===== config.mk =====
export PLATFORM = sky130hd
export DESIGN_NAME = host_addr_decoder
export DESIGN_NICKNAME = d
export VERILOG_FILES = /design/src/rtl/hdec_pkg.sv /design/src/rtl/hdec_cfg_regs.sv /design/src/rtl/hdec_range_match.sv /design/src/rtl/hdec_bar_match.sv /design/src/rtl/host_addr_decoder.sv
export SDC_FILE = /design/constraint.sdc
export NUM_CORES = 1
export LEC_CHECK = 0
export BUFFER_PORTS_ARGS = -buffer_cell sky130_fd_sc_hd__buf_2
export CORE_MARGIN = 2
export CORE_UTILIZATION = 37
export DETAILED_ROUTE_END_ITERATION = 12
export GPL_ROUTABILITY_DRIVEN = 0
export PLACE_DENSITY = 0.5
export SLEW_MARGIN = 15
export SYNTH_ARGS = -nofsm -noshare
export SYNTH_HDL_FRONTEND = slang
export SYNTH_HIERARCHICAL = 1
export SYNTH_SLANG_ARGS = --single-unit

===== constraint.sdc =====
create_clock -name clk -period 5.7 [get_ports clk]
set_clock_uncertainty 0.15 [all_clocks]
set_input_delay 0.57 -clock clk [delete_from_list [all_inputs] [get_ports clk]]
set_output_delay 0.57 -clock clk [all_outputs]
set_load 0.02 [all_outputs]

===== src/rtl/hdec_pkg.sv =====
package hdec_pkg;

  typedef enum logic [1:0] {
    TGT_DRAM = 2'd0,
    TGT_REG  = 2'd1,
    TGT_PCIE = 2'd2,
    TGT_DOWN = 2'd3
  } tgt_e;

  // configuration register offsets
  localparam int REG_TOLUD  = 0;
  localparam int REG_RBASE  = 1;
  localparam int REG_RLIM   = 2;
  localparam int REG_BAR0   = 3;  // three fixed-size register windows
  localparam int NUM_BAR    = 3;
  localparam int REG_CFGW   = 6;
  localparam int REG_PWIN0  = 7;  // three PCI Express memory windows
  localparam int NUM_PWIN   = 3;
  localparam int REG_IOWIN  = 10;
  localparam int REG_SEG    = 11;
  localparam int NREG       = 12;

endpackage


===== src/rtl/hdec_cfg_regs.sv =====
module hdec_cfg_regs
  import hdec_pkg::*;
#(
  parameter int CFG_AW = 4,
  parameter int DW     = 32
) (
  input  logic                     clk,
  input  logic                     rst,
  input  logic                     cfg_we,
  input  logic [CFG_AW-1:0]        cfg_addr,
  input  logic [DW-1:0]            cfg_wdata,
  output logic [DW-1:0]            cfg_rdata,
  output logic [NREG-1:0][DW-1:0]  regs_o
);

  localparam int HALF = DW / 2;

  // windows start inactive: base above limit
  function automatic logic [DW-1:0] reset_word(int idx);
    logic [DW-1:0] w;
    w = '0;
    if (idx == REG_RBASE || (idx >= REG_PWIN0 && idx < REG_PWIN0 + NUM_PWIN))
      w[HALF-1:0] = '1;
    else if (idx == REG_IOWIN)
      w[7:0] = '1;
    return w;
  endfunction

  for (genvar i = 0; i < NREG; i++) begin : g_reg
    always_ff @(posedge clk) begin
      if (rst)
        regs_o[i] <= reset_word(i);
      else if (cfg_we && cfg_addr == CFG_AW'(i))
        regs_o[i] <= cfg_wdata;
    end
  end

  logic [DW-1:0] rd_mux;
  always_comb begin
    rd_mux = '0;
    for (int i = 0; i < NREG; i++)
      if (cfg_addr == CFG_AW'(i)) rd_mux = regs_o[i];
  end

  always_ff @(posedge clk) begin
    if (rst) cfg_rdata <= '0;
    else     cfg_rdata <= rd_mux;
  end

endmodule


===== src/rtl/hdec_range_match.sv =====
module hdec_range_match #(
  parameter int W = 16
) (
  input  logic [W-1:0] key,
  input  logic [W-1:0] base,
  input  logic [W-1:0] limit,
  output logic         hit
);

  assign hit = (base <= limit) && (key >= base) && (key <= limit);

endmodule


===== src/rtl/hdec_bar_match.sv =====
module hdec_bar_match #(
  parameter int ADDR_W = 36,
  parameter int LG2_W  = 6
) (
  input  logic [ADDR_W-1:0] addr,
  input  logic              en,
  input  logic [ADDR_W-1:0] base,
  input  logic [LG2_W-1:0]  size_lg2,
  output logic              hit
);

  logic [ADDR_W-1:0] diff;
  assign diff = (addr ^ base) >> size_lg2;
  assign hit  = en && (diff == '0);

endmodule


===== src/rtl/host_addr_decoder.sv =====
module host_addr_decoder
  import hdec_pkg::*;
#(
  parameter int ADDR_W   = 36,
  parameter int DRAM_AW  = 33,
  parameter int CFG_AW   = 4,
  parameter int DW       = 32,
  parameter int NSEG     = 16,
  parameter int IO_LIMIT = 'h10002
) (
  input  logic               clk,
  input  logic               rst,
  input  logic               cfg_we,
  input  logic [CFG_AW-1:0]  cfg_addr,
  input  logic [DW-1:0]      cfg_wdata,
  output logic [DW-1:0]      cfg_rdata,
  input  logic               req_valid,
  input  logic [ADDR_W-1:0]  req_addr,
  input  logic               req_write,
  input  logic               req_is_io,
  output logic               rsp_valid,
  output logic [1:0]         rsp_target,
  output logic [DRAM_AW-1:0] rsp_dram_addr,
  output logic               rsp_unclaimed
);

  localparam int MB_LSB    = 20;
  localparam int MB_W      = ADDR_W - MB_LSB;
  localparam int SEG_W     = $clog2(NSEG);
  localparam int SEG_LSB   = MB_LSB - SEG_W;
  localparam int HALF      = DW / 2;
  localparam int BAR_LSB   = 12;
  localparam int FLD_LSB   = 8;
  localparam int LG2_W     = $clog2(ADDR_W + 1);
  localparam int IO_LSB    = 12;
  localparam int IO_KW     = 8;
  localparam int CFG_LG2_MAX = 28;
  localparam logic [MB_W-1:0]   FOUR_G_MB = MB_W'(4096);
  localparam logic [ADDR_W:0]   DRAM_TOP  = (ADDR_W+1)'(1) << DRAM_AW;
  localparam int BAR_LG2 [NUM_BAR] = '{12, 14, 12};

  logic [NREG-1:0][DW-1:0] cfg_q;

  hdec_cfg_regs #(.CFG_AW(CFG_AW), .DW(DW)) u_regs (
    .clk      (clk),
    .rst      (rst),
    .cfg_we   (cfg_we),
    .cfg_addr (cfg_addr),
    .cfg_wdata(cfg_wdata),
    .cfg_rdata(cfg_rdata),
    .regs_o   (cfg_q)
  );

  function automatic logic [ADDR_W-1:0] win_base(logic [DW-1:0] w);
    return ADDR_W'({w[DW-1:FLD_LSB], {BAR_LSB{1'b0}}});
  endfunction

  // ---------------- field extraction ----------------
  logic [MB_W-1:0] addr_mb, tolud_mb, rbase_mb, rlim_mb;
  assign addr_mb  = req_addr[ADDR_W-1:MB_LSB];
  assign tolud_mb = cfg_q[REG_TOLUD][MB_W-1:0];
  assign rbase_mb = cfg_q[REG_RBASE][MB_W-1:0];
  assign rlim_mb  = cfg_q[REG_RLIM][MB_W-1:0];

  // ---------------- register windows ----------------
  logic [NUM_BAR-1:0] bar_hit;
  for (genvar k = 0; k < NUM_BAR; k++) begin : g_bar
    hdec_bar_match #(.ADDR_W(ADDR_W), .LG2_W(LG2_W)) u_bar (
      .addr    (req_addr),
      .en      (cfg_q[REG_BAR0+k][0]),
      .base    (win_base(cfg_q[REG_BAR0+k])),
      .size_lg2(LG2_W'(BAR_LG2[k])),
      .hit     (bar_hit[k])
    );
  end

  // ---------------- configuration window ----------------
  logic [1:0]       cfgw_sz;
  logic [LG2_W-1:0] cfgw_lg2;
  logic             cfgw_hit;
  assign cfgw_sz = cfg_q[REG_CFGW][2:1];
  always_comb begin
    unique case (cfgw_sz)
      2'd0:    cfgw_lg2 = LG2_W'(CFG_LG2_MAX);
      2'd1:    cfgw_lg2 = LG2_W'(CFG_LG2_MAX - 1);
      default: cfgw_lg2 = LG2_W'(CFG_LG2_MAX - 2);
    endcase
  end

  hdec_bar_match #(.ADDR_W(ADDR_W), .LG2_W(LG2_W)) u_cfgw (
    .addr    (req_addr),
    .en      (cfg_q[REG_CFGW][0]),
    .base    (win_base(cfg_q[REG_CFGW])),
    .size_lg2(cfgw_lg2),
    .hit     (cfgw_hit)
  );

  // ---------------- PCI Express memory windows ----------------
  logic [NUM_PWIN-1:0] pwin_hit;
  for (genvar w = 0; w < NUM_PWIN; w++) begin : g_pwin
    hdec_range_match #(.W(MB_W)) u_pw (
      .key  (addr_mb),
      .base (cfg_q[REG_PWIN0+w][MB_W-1:0]),
      .limit(cfg_q[REG_PWIN0+w][HALF +: MB_W]),
      .hit  (pwin_hit[w])
    );
  end

  // ---------------- PCI Express I/O window ----------------
  logic io_hit;
  hdec_range_match #(.W(IO_KW)) u_iow (
    .key  (req_addr[IO_LSB +: IO_KW]),
    .base (cfg_q[REG_IOWIN][IO_KW-1:0]),
    .limit(cfg_q[REG_IOWIN][HALF +: IO_KW]),
    .hit  (io_hit)
  );

  // ---------------- reclaim window ----------------
  logic            rwin_hit, rec_ok;
  logic [ADDR_W:0] rec_xl;
  hdec_range_match #(.W(MB_W)) u_rwin (
    .key  (addr_mb),
    .base (rbase_mb),
    .limit(rlim_mb),
    .hit  (rwin_hit)
  );

  assign rec_xl = {1'b0, tolud_mb, {MB_LSB{1'b0}}} + {1'b0, req_addr}
                - {1'b0, rbase_mb, {MB_LSB{1'b0}}};
  assign rec_ok = rwin_hit && (rbase_mb >= FOUR_G_MB) && (rec_xl < DRAM_TOP);

  // ---------------- legacy segments and low DRAM ----------------
  logic             below_4g, low_1m, low_dram, seg_dram;
  logic [SEG_W-1:0] seg_idx;
  logic [1:0]       seg_attr;
  assign below_4g = addr_mb < FOUR_G_MB;
  assign low_1m   = addr_mb == '0;
  assign low_dram = below_4g && !low_1m && (addr_mb < tolud_mb);
  assign seg_idx  = req_addr[MB_LSB-1:SEG_LSB];
  assign seg_attr = cfg_q[REG_SEG][{seg_idx, 1'b0} +: 2];
  assign seg_dram = req_write ? seg_attr[1] : seg_attr[0];

  // ---------------- priority resolve ----------------
  tgt_e               nxt_tgt;
  logic               nxt_unc;
  logic [DRAM_AW-1:0] nxt_dram;

  always_comb begin
    nxt_tgt  = TGT_DOWN;
    nxt_unc  = 1'b0;
    nxt_dram = '0;
    if (!req_valid) begin
      nxt_tgt = TGT_DOWN;
    end else if (req_is_io) begin
      if (req_addr > ADDR_W'(IO_LIMIT)) nxt_unc = 1'b1;
      else if (io_hit)                  nxt_tgt = TGT_PCIE;
    end else if (|bar_hit) begin
      nxt_tgt = TGT_REG;
    end else if (cfgw_hit) begin
      nxt_tgt = TGT_REG;
    end else if (|pwin_hit) begin
      nxt_tgt = TGT_PCIE;
    end else if (low_1m) begin
      if (seg_dram) begin
        nxt_tgt  = TGT_DRAM;
        nxt_dram = DRAM_AW'(req_addr);
      end
    end else if (low_dram) begin
      nxt_tgt  = TGT_DRAM;
      nxt_dram = DRAM_AW'(req_addr);
    end else if (rec_ok) begin
      nxt_tgt  = TGT_DRAM;
      nxt_dram = rec_xl[DRAM_AW-1:0];
    end else begin
      nxt_unc = !below_4g;
    end
  end

  always_ff @(posedge clk) begin
    if (rst) begin
      rsp_valid     <= 1'b0;
      rsp_target    <= TGT_DOWN;
      rsp_dram_addr <= '0;
      rsp_unclaimed <= 1'b0;
    end else begin
      rsp_valid     <= req_valid;
      rsp_target    <= nxt_tgt;
      rsp_dram_addr <= nxt_dram;
      rsp_unclaimed <= nxt_unc;
    end
  end

endmodule


==> impl_metrics.ini <==
[floorplan]
die_area_um2 = 88400
io_pins = 147
dieHeight_um = 297
start_util_pct = 37.3
rows = 107
die_w_um = 297
core_area_um2 = 85300

[worst_setup_path]
end_kind = register
crit_slowest_cell = a221oi_1
crit_path_start_kind = register
path_buf_inv = 3
crit_type = reg2reg
path_cells = nor2_1 > inv_1 > buf_4 > nor4_1 > a211oi_1 > or3_1 > a221oi_1 > o22ai_1 > a221oi_1 > nor4_1 > nand4b_1 > and4b_1 > buf_4 > a32o_1
cp_top_family = simple AND/OR/NAND/NOR gates
cp.required_ps = 6090
arrival_ps = 5200
critPathMaxStageDelay_ps = 660
worstPathMaxFanout = 31

[global_routing]
overflow = 0
grt_use_met2_pct = 49.7
grt_busiest_layer = met2
antenna_found_initial = 3
grt_pass1_wl_mm = 209
grt.met1_usage_pct = 42.2
track_usage_pct = 31.6
grt_pass1_vias = 29300
grt_start_max_net_pins = 160
met3_usage_pct = 5.13

[clock_network]
insertion_delay_ps = 690
cts_buffer_depth = 3
htree_levels = 2
ctsHoldBuffers = 0
cts.sinks = 453
root_buffer = clkbuf_16
post-cts-setup-buffers = 0
cts_tree = built
numCtsBuffers = 56
clk_pin_slew_worst_paths_ps = 70
post_cts_resized = 0

[synthesis]
synthFlopType = dfxtp_1
synth_area_um2 = 31800
synth_seq_cells = 453
async_reset_ff_share_pct = 0
synth_adder_area_share_pct = 11.9
synth_xor_area_share_pct = 4.73
syn_area_per_cell_um2 = 7.68
synth_simple_gate_area_share_pct = 21.0
synth_edf_count = 0
synthDistinctLibCells = 101
yosysSeqAreaShare_pct = 28.5
synth_top_family_by_area = simple AND/OR/NAND/NOR gates
syn_inst = 4148
ys.warnings.count = 6
muxShareOfSynthArea_pct = 6.00
synth_compound_area_share_pct = 20.8

[timing]
fin_crit_ps = 4810
timing.final.max_slew_violations = 0
finalHoldViolCount = 0
tns_ps = 0
maxSlewHeadroom_pct = 16.7
worst_hold_slack_ps = 83.8
finalSetupViolations = 0
grt_setup_unrepaired = no
timing.final.crit_share_pct = 84.4
max_freq_mhz = 208
tightest_slew_ps = 1230

[finish]
area_growth_pct = 12.4
final_util_pct = 42.0
drive_gt1_share_pct = 10.4
layout_commonest_cell = nand2_1
final_cell_area_um2 = 35800
layout_common_cells = 880 x nand2_1, 511 x a21oi_1, 453 x dfxtp_1, 276 x ha_1, 261 x inv_1
nets = 4642

[routing]
vias_per_cell = 5.74
ant_nets = 0
firstDrtPassIters = 8
vias = 31400
drt_wl_total_mm = 144
drt_iter0_markers = 3224
drc = 0
routedWlPerCell_um = 26.5

[pwr]
power.density_nw_per_um2 = 242
peakVddDrop_mv = 0.242
p_leak_nw = 15.1

[place]
hpwlAfterDp_mm = 106
port_buffers = 146
dpl_cell_area_um2 = 33800

[status]
status = finished clean

[flow_run]
maxCapViolCount = 0

[worst_hold_path]
hold_class = in2reg
==> tightest hold or removal path, delay by kind of cell <==
| kind | cells | cell delay (ps) |
|---|---|---|
| buf+inv | 1 | 140 |
| compound gates | 1 | 60 |
| simple gates | 1 | 60 |
==> final cells by class <==
type / instances / area, um^2
tap: 1144 / 1430
fill: 8815 / 49500
antenna: 1 / 2.50
clock inverter: 22 / 357
timing repair buffer: 216 / 1310
clock buffer: 81 / 1650
inverter: 267 / 1000
multi-input combinational: 3278 / 21000
sequential: 453 / 9070
==> metrics by stage <==
| stage | setup slack, ps | cells | total power (W) |
|---|---|---|---|
| 3_3_place_gp | 795 | 5358 | 0.00476 |
| 3_5_place_dp | 687 | 5358 | 0.00475 |
| 5_1_grt | 878 | 5462 | 0.00894 |
| 2_1_floorplan | 1710 | 4255 | 0.00423 |
| 6_report | 890 | 5462 | 0.00866 |
| 4_1_cts | 1180 | 5461 | 0.00865 |
==> worst paths after layout <==
check / start / to / slack [ps] / cells past startpoint
worst max-delay path: u_regs/regs_o[193] / rsp_dram_addr[6] / 890 / 14
worst min-delay path: req_is_io / rsp_unclaimed / 80 / 3
worst max register to register: u_regs/regs_o[193] / rsp_dram_addr[6] / 890 / 14
worst min register to register: u_regs/regs_o[95] / u_regs/regs_o[95] / 300 / 2
==> metal layers <==
metal	vias to the layer above	part of all wire (%)
li1	14600	-
met1	15000	42
met2	1508	44
met3	313	8.1
met4	2	5.2
met5	-	0.0062
==> cell usage after synthesis (17+ instances only) <==
| cell | count | share of area, % |
|---|---|---|
| buf_6 | 18 | 0.64 |
| xor2_1 | 125 | 3.4 |
| a221oi_1 | 17 | 0.47 |
| nand2b_1 | 35 | 0.69 |
| dfxtp_1 | 453 | 28 |
| clkbuf_1 | 128 | 1.5 |
| a21o_1 | 54 | 1.3 |
| o2111ai_1 | 18 | 0.50 |
| nor2b_1 | 27 | 0.53 |
| inv_1 | 261 | 3.1 |
| o22ai_1 | 55 | 1.1 |
| mux2_2 | 21 | 0.74 |
| a211oi_1 | 44 | 1.0 |
| o21ai_0 | 113 | 1.8 |
| a21oi_1 | 511 | 8.0 |
| nor3_1 | 30 | 0.47 |
| nor4_1 | 34 | 0.67 |
| nand3_1 | 113 | 1.8 |
| mux2i_1 | 84 | 2.6 |
| buf_2 | 94 | 1.5 |
| nand4_1 | 48 | 0.94 |
| nand2_1 | 884 | 10 |
| a22o_1 | 27 | 0.74 |
| ha_1 | 276 | 11 |
| mux4_2 | 37 | 2.6 |
| xnor2_1 | 47 | 1.3 |
| nor2_1 | 241 | 2.8 |
==> state kept, by name, indices dropped and copies added (netlist names) <==
| signal | cells |
|---|---|
| u_regs/regs_o | 384 |
| rsp_dram_addr | 33 |
| u_regs/cfg_rdata | 32 |
| rsp_target | 2 |
| rsp_unclaimed | 1 |
| rsp_valid | 1 |
==> power breakdown <==
group          switching, W  internal, W  total [W]
logic               0.00101     0.000457    0.00147
clock network       0.00159      0.00233    0.00391
registers         0.0000578      0.00322    0.00328
total               0.00266      0.00600    0.00866
==> kinds of logic after synthesis <==
| kind of cell | count (synthesis) |
|---|---|
| other | 2 |
| AND/OR/NAND/NOR | 1517 |
| XOR/XNOR | 172 |
| flip-flops | 453 |
| buffers and inverters | 524 |
| multiplexers | 142 |
| AO/OA/AOI/OAI | 1046 |
| adder cells (fa/ha/maj) | 292 |
No activity file was read; power rests on OpenSTA's default activity.
